`src/rtl/lirq_pkg.sv`:
```
package lirq_pkg;
  localparam int SRC_CNT  = 9;
  localparam int OUT_CNT  = 3;
  localparam int REG_W    = 32;
  localparam int ADDR_W   = 2;
  localparam int PEND_LSB = 16;
  localparam logic [SRC_CNT-1:0] FIXED_MASK = 9'b1_0000_0110;
  localparam logic [SRC_CNT-1:0] FIXED_HIGH = 9'b1_0000_0010;

  typedef struct packed {
    logic               polWr;
    logic [OUT_CNT-1:0] outWr;
    logic               rdStb;
    logic [ADDR_W-1:0]  rdSel;
    logic [REG_W-1:0]   wrData;
  } lirq_strobe_t;
endpackage

```
`src/rtl/lirq_ctrl.sv`:
```
module lirq_ctrl
  import lirq_pkg::*;
(
  input  logic              clk_i,
  input  logic              rst_i,
  input  logic              wrEn,
  input  logic              rdEn,
  input  logic [ADDR_W-1:0] addr,
  input  logic [REG_W-1:0]  wrData,
  output lirq_strobe_t      stb
);
  always_comb begin
    stb        = '0;
    stb.polWr  = wrEn && (addr == '0);
    for (int n = 0; n < OUT_CNT; n++) begin
      stb.outWr[n] = wrEn && (addr == ADDR_W'(n + 1));
    end
    stb.rdStb  = rdEn;
    stb.rdSel  = addr;
    stb.wrData = wrData;
  end

  AST_ONE_TARGET: assert property (@(posedge clk_i) disable iff (rst_i)
    $onehot0({stb.polWr, stb.outWr})) else $error("write hits more than one register");
endmodule

```
`src/rtl/lirq_datapath.sv`:
```
module lirq_datapath
  import lirq_pkg::*;
(
  input  logic               clk_i,
  input  logic               rst_i,
  input  logic [SRC_CNT-1:0] srcLvl,
  input  lirq_strobe_t       stb,
  output logic [REG_W-1:0]   rdData,
  output logic [OUT_CNT-1:0] irqOut
);
  localparam int PEND_MSB = PEND_LSB + SRC_CNT - 1;

  logic [SRC_CNT-1:0] polReg;
  logic [SRC_CNT-1:0] polEff;
  logic [SRC_CNT-1:0] actLvl;
  logic [OUT_CNT-1:0][SRC_CNT-1:0] enReg;
  logic [OUT_CNT-1:0][SRC_CNT-1:0] pendReg;
  logic [REG_W-1:0] rdMux;

  assign polEff = (polReg & ~FIXED_MASK) | (FIXED_HIGH & FIXED_MASK);
  assign actLvl = srcLvl ^ ~polEff;

  always_ff @(posedge clk_i) begin
    if (rst_i)            polReg <= '0;
    else if (stb.polWr)   polReg <= stb.wrData[SRC_CNT-1:0] & ~FIXED_MASK;
  end

  always_ff @(posedge clk_i) begin
    if (rst_i) begin
      enReg   <= '0;
      pendReg <= '0;
      irqOut  <= '0;
    end else begin
      for (int n = 0; n < OUT_CNT; n++) begin
        irqOut[n] <= |pendReg[n];
        if (stb.outWr[n]) begin
          enReg[n]   <= stb.wrData[SRC_CNT-1:0];
          pendReg[n] <= (pendReg[n] | (actLvl & enReg[n])) & ~stb.wrData[PEND_MSB:PEND_LSB];
        end else begin
          pendReg[n] <= pendReg[n] | (actLvl & enReg[n]);
        end
      end
    end
  end

  always_comb begin
    rdMux = '0;
    if (stb.rdSel == '0) rdMux[SRC_CNT-1:0] = polEff;
    for (int n = 0; n < OUT_CNT; n++) begin
      if (stb.rdSel == ADDR_W'(n + 1)) begin
        rdMux[SRC_CNT-1:0]       = enReg[n];
        rdMux[PEND_MSB:PEND_LSB] = pendReg[n];
      end
    end
  end

  always_ff @(posedge clk_i) begin
    if (rst_i)          rdData <= '0;
    else if (stb.rdStb) rdData <= rdMux;
  end

  AST_RSVD_ZERO: assert property (@(posedge clk_i) disable iff (rst_i)
    stb.rdStb |=> (rdData[PEND_LSB-1:SRC_CNT] == '0 && rdData[REG_W-1:PEND_MSB+1] == '0))
    else $error("reserved bits nonzero");

  for (genvar n = 0; n < OUT_CNT; n++) begin : g_chk_out
    for (genvar k = 0; k < SRC_CNT; k++) begin : g_chk_src
      AST_PEND_CAUSE: assert property (@(posedge clk_i) disable iff (rst_i)
        $rose(pendReg[n][k]) |-> $past(actLvl[k] && enReg[n][k]))
        else $error("pending set without enabled level");
      AST_PEND_CLEAR: assert property (@(posedge clk_i) disable iff (rst_i)
        (stb.outWr[n] && stb.wrData[PEND_LSB+k]) |=> !pendReg[n][k])
        else $error("acknowledge did not clear");
      AST_PEND_HOLD: assert property (@(posedge clk_i) disable iff (rst_i)
        (pendReg[n][k] && !(stb.outWr[n] && stb.wrData[PEND_LSB+k])) |=> pendReg[n][k])
        else $error("pending dropped without acknowledge");
    end
  end
endmodule

```
`src/rtl/lirq_router.sv`:
```
module lirq_router
  import lirq_pkg::*;
(
  input  logic               clk_i,
  input  logic               rst_i,
  input  logic [SRC_CNT-1:0] src_i,
  input  logic               wr_en_i,
  input  logic               rd_en_i,
  input  logic [ADDR_W-1:0]  addr_i,
  input  logic [REG_W-1:0]   wr_data_i,
  output logic [REG_W-1:0]   rd_data_o,
  output logic [OUT_CNT-1:0] irq_o
);
  lirq_strobe_t stb;

  lirq_ctrl ctrl_i (
    .clk_i (clk_i),
    .rst_i (rst_i),
    .wrEn  (wr_en_i),
    .rdEn  (rd_en_i),
    .addr  (addr_i),
    .wrData(wr_data_i),
    .stb   (stb)
  );

  lirq_datapath dp_i (
    .clk_i (clk_i),
    .rst_i (rst_i),
    .srcLvl(src_i),
    .stb   (stb),
    .rdData(rd_data_o),
    .irqOut(irq_o)
  );
endmodule

```
`config.mk`:
```
export PLATFORM = sky130hd
export DESIGN_NAME = lirq_router
export DESIGN_NICKNAME = d
export VERILOG_FILES = /design/src/rtl/lirq_pkg.sv /design/src/rtl/lirq_ctrl.sv /design/src/rtl/lirq_datapath.sv /design/src/rtl/lirq_router.sv
export SDC_FILE = /design/constraint.sdc
export NUM_CORES = 1
export LEC_CHECK = 0
export ABC_AREA = 1
export BUFFER_PORTS_ARGS = -buffer_cell sky130_fd_sc_hd__clkbuf_2
export CAP_MARGIN = 0
export CORE_ASPECT_RATIO = 1.75
export CORE_MARGIN = 5
export CORE_UTILIZATION = 48
export DETAILED_ROUTE_END_ITERATION = 8
export GPL_TIMING_DRIVEN = 1
export PLACE_DENSITY = 0.75
export SYNTH_ARGS = -nofsm -noshare
export SYNTH_HDL_FRONTEND = slang
export SYNTH_SLANG_ARGS = --single-unit
```
`constraint.sdc`:
```
create_clock -name clk_i -period 1 [get_ports clk_i]
set_clock_uncertainty 0.15 [all_clocks]
set_input_delay 0.05 -clock clk_i [delete_from_list [all_inputs] [get_ports clk_i]]
set_output_delay 0.05 -clock clk_i [all_outputs]
set_load 0.02 [all_outputs]
```
# [Yosys cells after proc, flatten, opt, wreduce, memory -nomap -nowiden]
# Cells that the tools add are included.
[word_totals] register_bits=81 inputBits=47 out_inout_bits=35
[classes] n_eq_ne=3 n_mux=10 bitwise=12 n_reduce_logical=8
[ops] op="$mux 9" count=10
[ops] op="$and 9x9->9" count=6
[ops] op="$or 9x9->9" count=3
[ops] op="$reduce_or 9->1" count=3
[ops] op="$not 9->9" count=2
[ops] op="$xor 9x9->9" count=1
[ops] op="$eq 2x2->1 const B" count=2
[ops] op="$logic_and 1x1->1" count=4
[ops] op="$eq 2x1->1 const B" count=1
[ops] op="$logic_not 2->1" count=1

# [Longest topological paths before layout]
[depth] word_depth=6 ltp_mapped=7 ltp_nobuf=6

# [Cells and area by module]
# From an unflattened synthesis, not the netlist that was laid out.
[unflattened] cells_unflattened=507 hier_area_um2=3776.1
[modules_own_cells] mod="lirq_datapath" n_inst=1 cells_each=464 area_per_inst_um2=3483.3 seq_area_each_um2=1621.6
[modules_own_cells] mod="lirq_ctrl" n_inst=1 cells_each=43 area_per_inst_um2=292.8 seq_area_each_um2=0.0

# [Least setup slack after synthesis]
# OpenSTA, ideal clock, no wires.
[synth_timing] kind="reg2reg" startpoint="register dp_i.pendReg[3] (netlist bit)" endpoint="register dp_i.irqOut[0]" setup_time_ns=0.128 arrival_ns=0.776 required_time_ns=0.722 setup_slack_ns=-0.054 stages_incl_launch_ff=4 n_path_buf=0 period_less_slack_ns=1.054 path_cell_list="dfxtp_1 > or2_2 > nor3_1 > nor2_1"
[synth_between] elab_chain_len=1
[synth_rtl] item="start, declared" line="lirq_datapath.sv:17" source="logic [OUT_CNT-1:0][SRC_CNT-1:0] pendReg;"
[synth_rtl] item="start signal, assigned by index" line="lirq_datapath.sv:38" source="pendReg[n] <= (pendReg[n] | (actLvl & enReg[n])) & ~stb.wrData[PEND_MSB:PEND_LSB];"
[synth_rtl] item="start signal, assigned by index" line="lirq_datapath.sv:40" source="pendReg[n] <= pendReg[n] | (actLvl & enReg[n]);"
[synth_rtl] item="$reduce_or 9->1" line="lirq_datapath.sv:35" source="irqOut[n] <= |pendReg[n];"
[synth_rtl] item="end signal, assigned by index" line="lirq_datapath.sv:35"
[synth_rtl] item="end, declared" line="lirq_datapath.sv:9" source="output logic [OUT_CNT-1:0] irqOut"
# No other way between the ends.
# A chain may end at the register's enable or synchronous reset.

# [Worst setup path in the final report]
[layout_timing] startpoint="register dp_i.pendReg[4] (netlist bit)" endpoint="register dp_i.irqOut[0]"
# The elaborated chain is that of the path after synthesis.

==> metrics.txt <==
Total Nets Final 658; CTS tree done; total core area 7280 um2; Post-synth EDFFs 0; Root Buffer clkbuf_16; Synth cell types 24; largest net degree at the start of global routing 51; crit-path max cell delay 0.31 ns; Multi-input gate area 1620 um2; RSZ-0062 raised after global routing yes; total CTS buffers 9; CP Capture Type flip-flop; VDD IR max 0.000949 V; min Tclk post-route 1.02 ns; register area 1670 um2; area of the mapped netlist 3590 um2; crit share post-route 1.02; fillcell total 580; sequential fraction of the synthesis area 0.452; count of final setup violators 10; Die W 75.4 um; r2r endpoint dp_i.irqOut[0]; Synth async-reset ratio 0; Max Freq 976 MHz; worst r2r src dp_i.pendReg[4]; Pre-antenna DRT Iters 4; Initial Util 0.493; cells after synthesis 499; Residual DRC 0; Worst Hold End dp_i.pendReg[12]; WHS 0.00278 ns; 1st-iter DRT viols 257; later-pin clock latency in the skew report 0.34 ns; layout cells sized above 1 0.324; Max Fanout on Critical Path 2; critical path type reg -> reg; max-slew violations 0; clock buffer depth 2; worst reg-to-reg path cell count 4; area added between synthesis and finish 43.4%; main flop type after synthesis dfxtp_1; area of the die 9380 um2; row cnt 41; min-delay src src_i[3]; Slowest cell on crit path dfxtp_1; grt total ovfl 0; Mean Syn Cell Area 7.20 um2; YS warnings 0; hpwl dp 7.09 mm; PortBufs 53; register bit total from synthesis 81; via count 3,631; CP required 1.08 ns; Total Wirelength 10.5 mm; first-pass GRT wire length 16.7 mm; Top cell by count, worst path nor2_1; DRT antenna net count 0; HP Class in -> reg; vias in the first global route 3,549; Max H-tree Level 3; max-cap violations 0; CTS sink cnt 81; status finished with violations; worst-path cell chain nor2_1 > nand3_2 > nor3_2 > nor2_1; clock transition at the registers of the reported paths 0.06 ns; PnR worst setup slack -0.0245 ns; Pleak 2.22 nW; Die Y 124 um; Fin. Hold Viols 0; antenna violations before repair 0; diodes inserted 0; failing checks negative setup slack; PD cells 1590 nW/um2; CP Data Arrival Time 1.11 ns; r2r setup slk -0.02 ns; Global Route Usage Sum 0.231; Power, Total 8.18 mW; # IOs 82; Hold Path Stages 5; post-DR wirelength/cell 14.9 um; GP Congestion 0.877; via/cell ratio 5.18; Startpoint Class flip-flop
[metrics by stage]
stage | worst slack [ns] | setup TNS, ns | utilization | instances | area, um2
5_1_grt | -0.0678 | -0.944 | 0.707 | 701 | 5150
2_1_floorplan | 0.0159 | 0 | - | 512 | 3650
4_1_cts | -0.0529 | -0.283 | 0.690 | 701 | 5030
3_3_place_gp | -0.108 | -4.52 | 0.577 | 661 | 4210
3_5_place_dp | -0.128 | -5.60 | 0.577 | 661 | 4210
6_report | -0.0245 | -0.0881 | 0.707 | 701 | 5150
[registers in the layout (all words and copies together), names as in the netlist]
register and flops:
dp_i.enReg 27, dp_i.pendReg 27, dp_i.rdData 18, dp_i.polReg 6
dp_i.irqOut 3
[layer usage]
metal	GRT usage	routed length (um)
met1	0.270	4070
met2	0.387	5460
met3	0.0372	572
met4	0.124	374
met5	0	0
[layout by cell type (no fill, tap or decap), types with 16 or more instances in the layout]
master | synthesis | final
a21oi_1 | 54 | 53
buf_4 | 19 | 39
buf_8 | 0 | 21
clkbuf_2 | 0 | 31
dfxtp_1 | 81 | 43
dfxtp_2 | 0 | 37
dlygate4sd3_1 | 0 | 23
inv_1 | 77 | 68
nand2_1 | 44 | 40
nand3_1 | 19 | 16
nor2_1 | 46 | 42
o21ai_0 | 46 | 26
o21ai_1 | 57 | 73
[worst max-delay path: cells and delay by family (launching register included)]
family / cells / cell delay, ns
simple gates: 4 / 0.45
flops: 1 / 0.31
[final cells by class]
cell class	count	share of cell area
Clock buffer	12	0.0498
Inverter	83	0.0605
Clock inverter	3	0.00778
Timing Repair Buffer	124	0.222
Tap cell	86	0.0209
Sequential cell	81	0.325
Multi-Input combinational cell	312	0.314
[synthesized netlist by cell type, types with 2 or more instances]
cell / number / area (um2)
nor2_1: 46 / 173
dfxtp_1: 81 / 1620
clkbuf_1: 11 / 41.3
a31oi_1: 8 / 50.1
nand3_1: 19 / 95.1
a21oi_1: 54 / 270
o21ai_0: 46 / 230
o22ai_1: 3 / 18.8
inv_2: 5 / 18.8
o21bai_1: 4 / 30.0
or2_2: 2 / 12.5
inv_1: 77 / 289
xor2_1: 6 / 52.6
nor3_1: 3 / 15.0
buf_2: 6 / 30.0
nand2_2: 3 / 18.8
buf_4: 19 / 143
nand2_1: 44 / 165
o21ai_1: 57 / 285
[worst max-delay path by stage]
stage / start / endpoint / slack [ns] / cells after the start
4_1_cts: dp_i.pendReg[4] / dp_i.irqOut[0] / -0.05 / 4
2_1_floorplan: dp_i.pendReg[3] / dp_i.irqOut[0] / 0.02 / 3
3_3_place_gp: addr_i[1] / dp_i.enReg[6] / -0.11 / 7
5_1_grt: dp_i.polReg[4] / dp_i.rdData[4] / -0.07 / 5
3_5_place_dp: addr_i[1] / dp_i.enReg[7] / -0.13 / 7
6_report: dp_i.pendReg[4] / dp_i.irqOut[0] / -0.02 / 4
[what timing repair did]
| item | CTS | global route |
|---|---|---|
| pin swaps | 16 | 22 |
| endpoints found under the setup margin | 42 | 55 |
| hold buffers | 23 | 1 |
| endpoints found under the hold margin | 69 | 11 |
| buffers inserted | 2 | 1 |
| gates resized for setup | 89 | 73 |
[power by group]
group	leakage (nW)	switching, mW	internal [mW]	total (mW)
clock	0.148	1.27	2.05	3.31
combinational	1.39	0.728	0.612	1.34
sequential	0.678	0.113	3.41	3.52
[cell families (layout without fill, tap and decap cells)]
family	after synthesis	count (layout)	synth area share
buffers and inverters	119	222	0.146
AO/OA/AOI/OAI	172	172	0.246
XOR/XNOR	6	6	0.0146
flip-flops	81	81	0.452
other	1	14	0.00104
AND/OR/NAND/NOR	120	120	0.140
No activity file was read; power rests on OpenSTA's default activity.
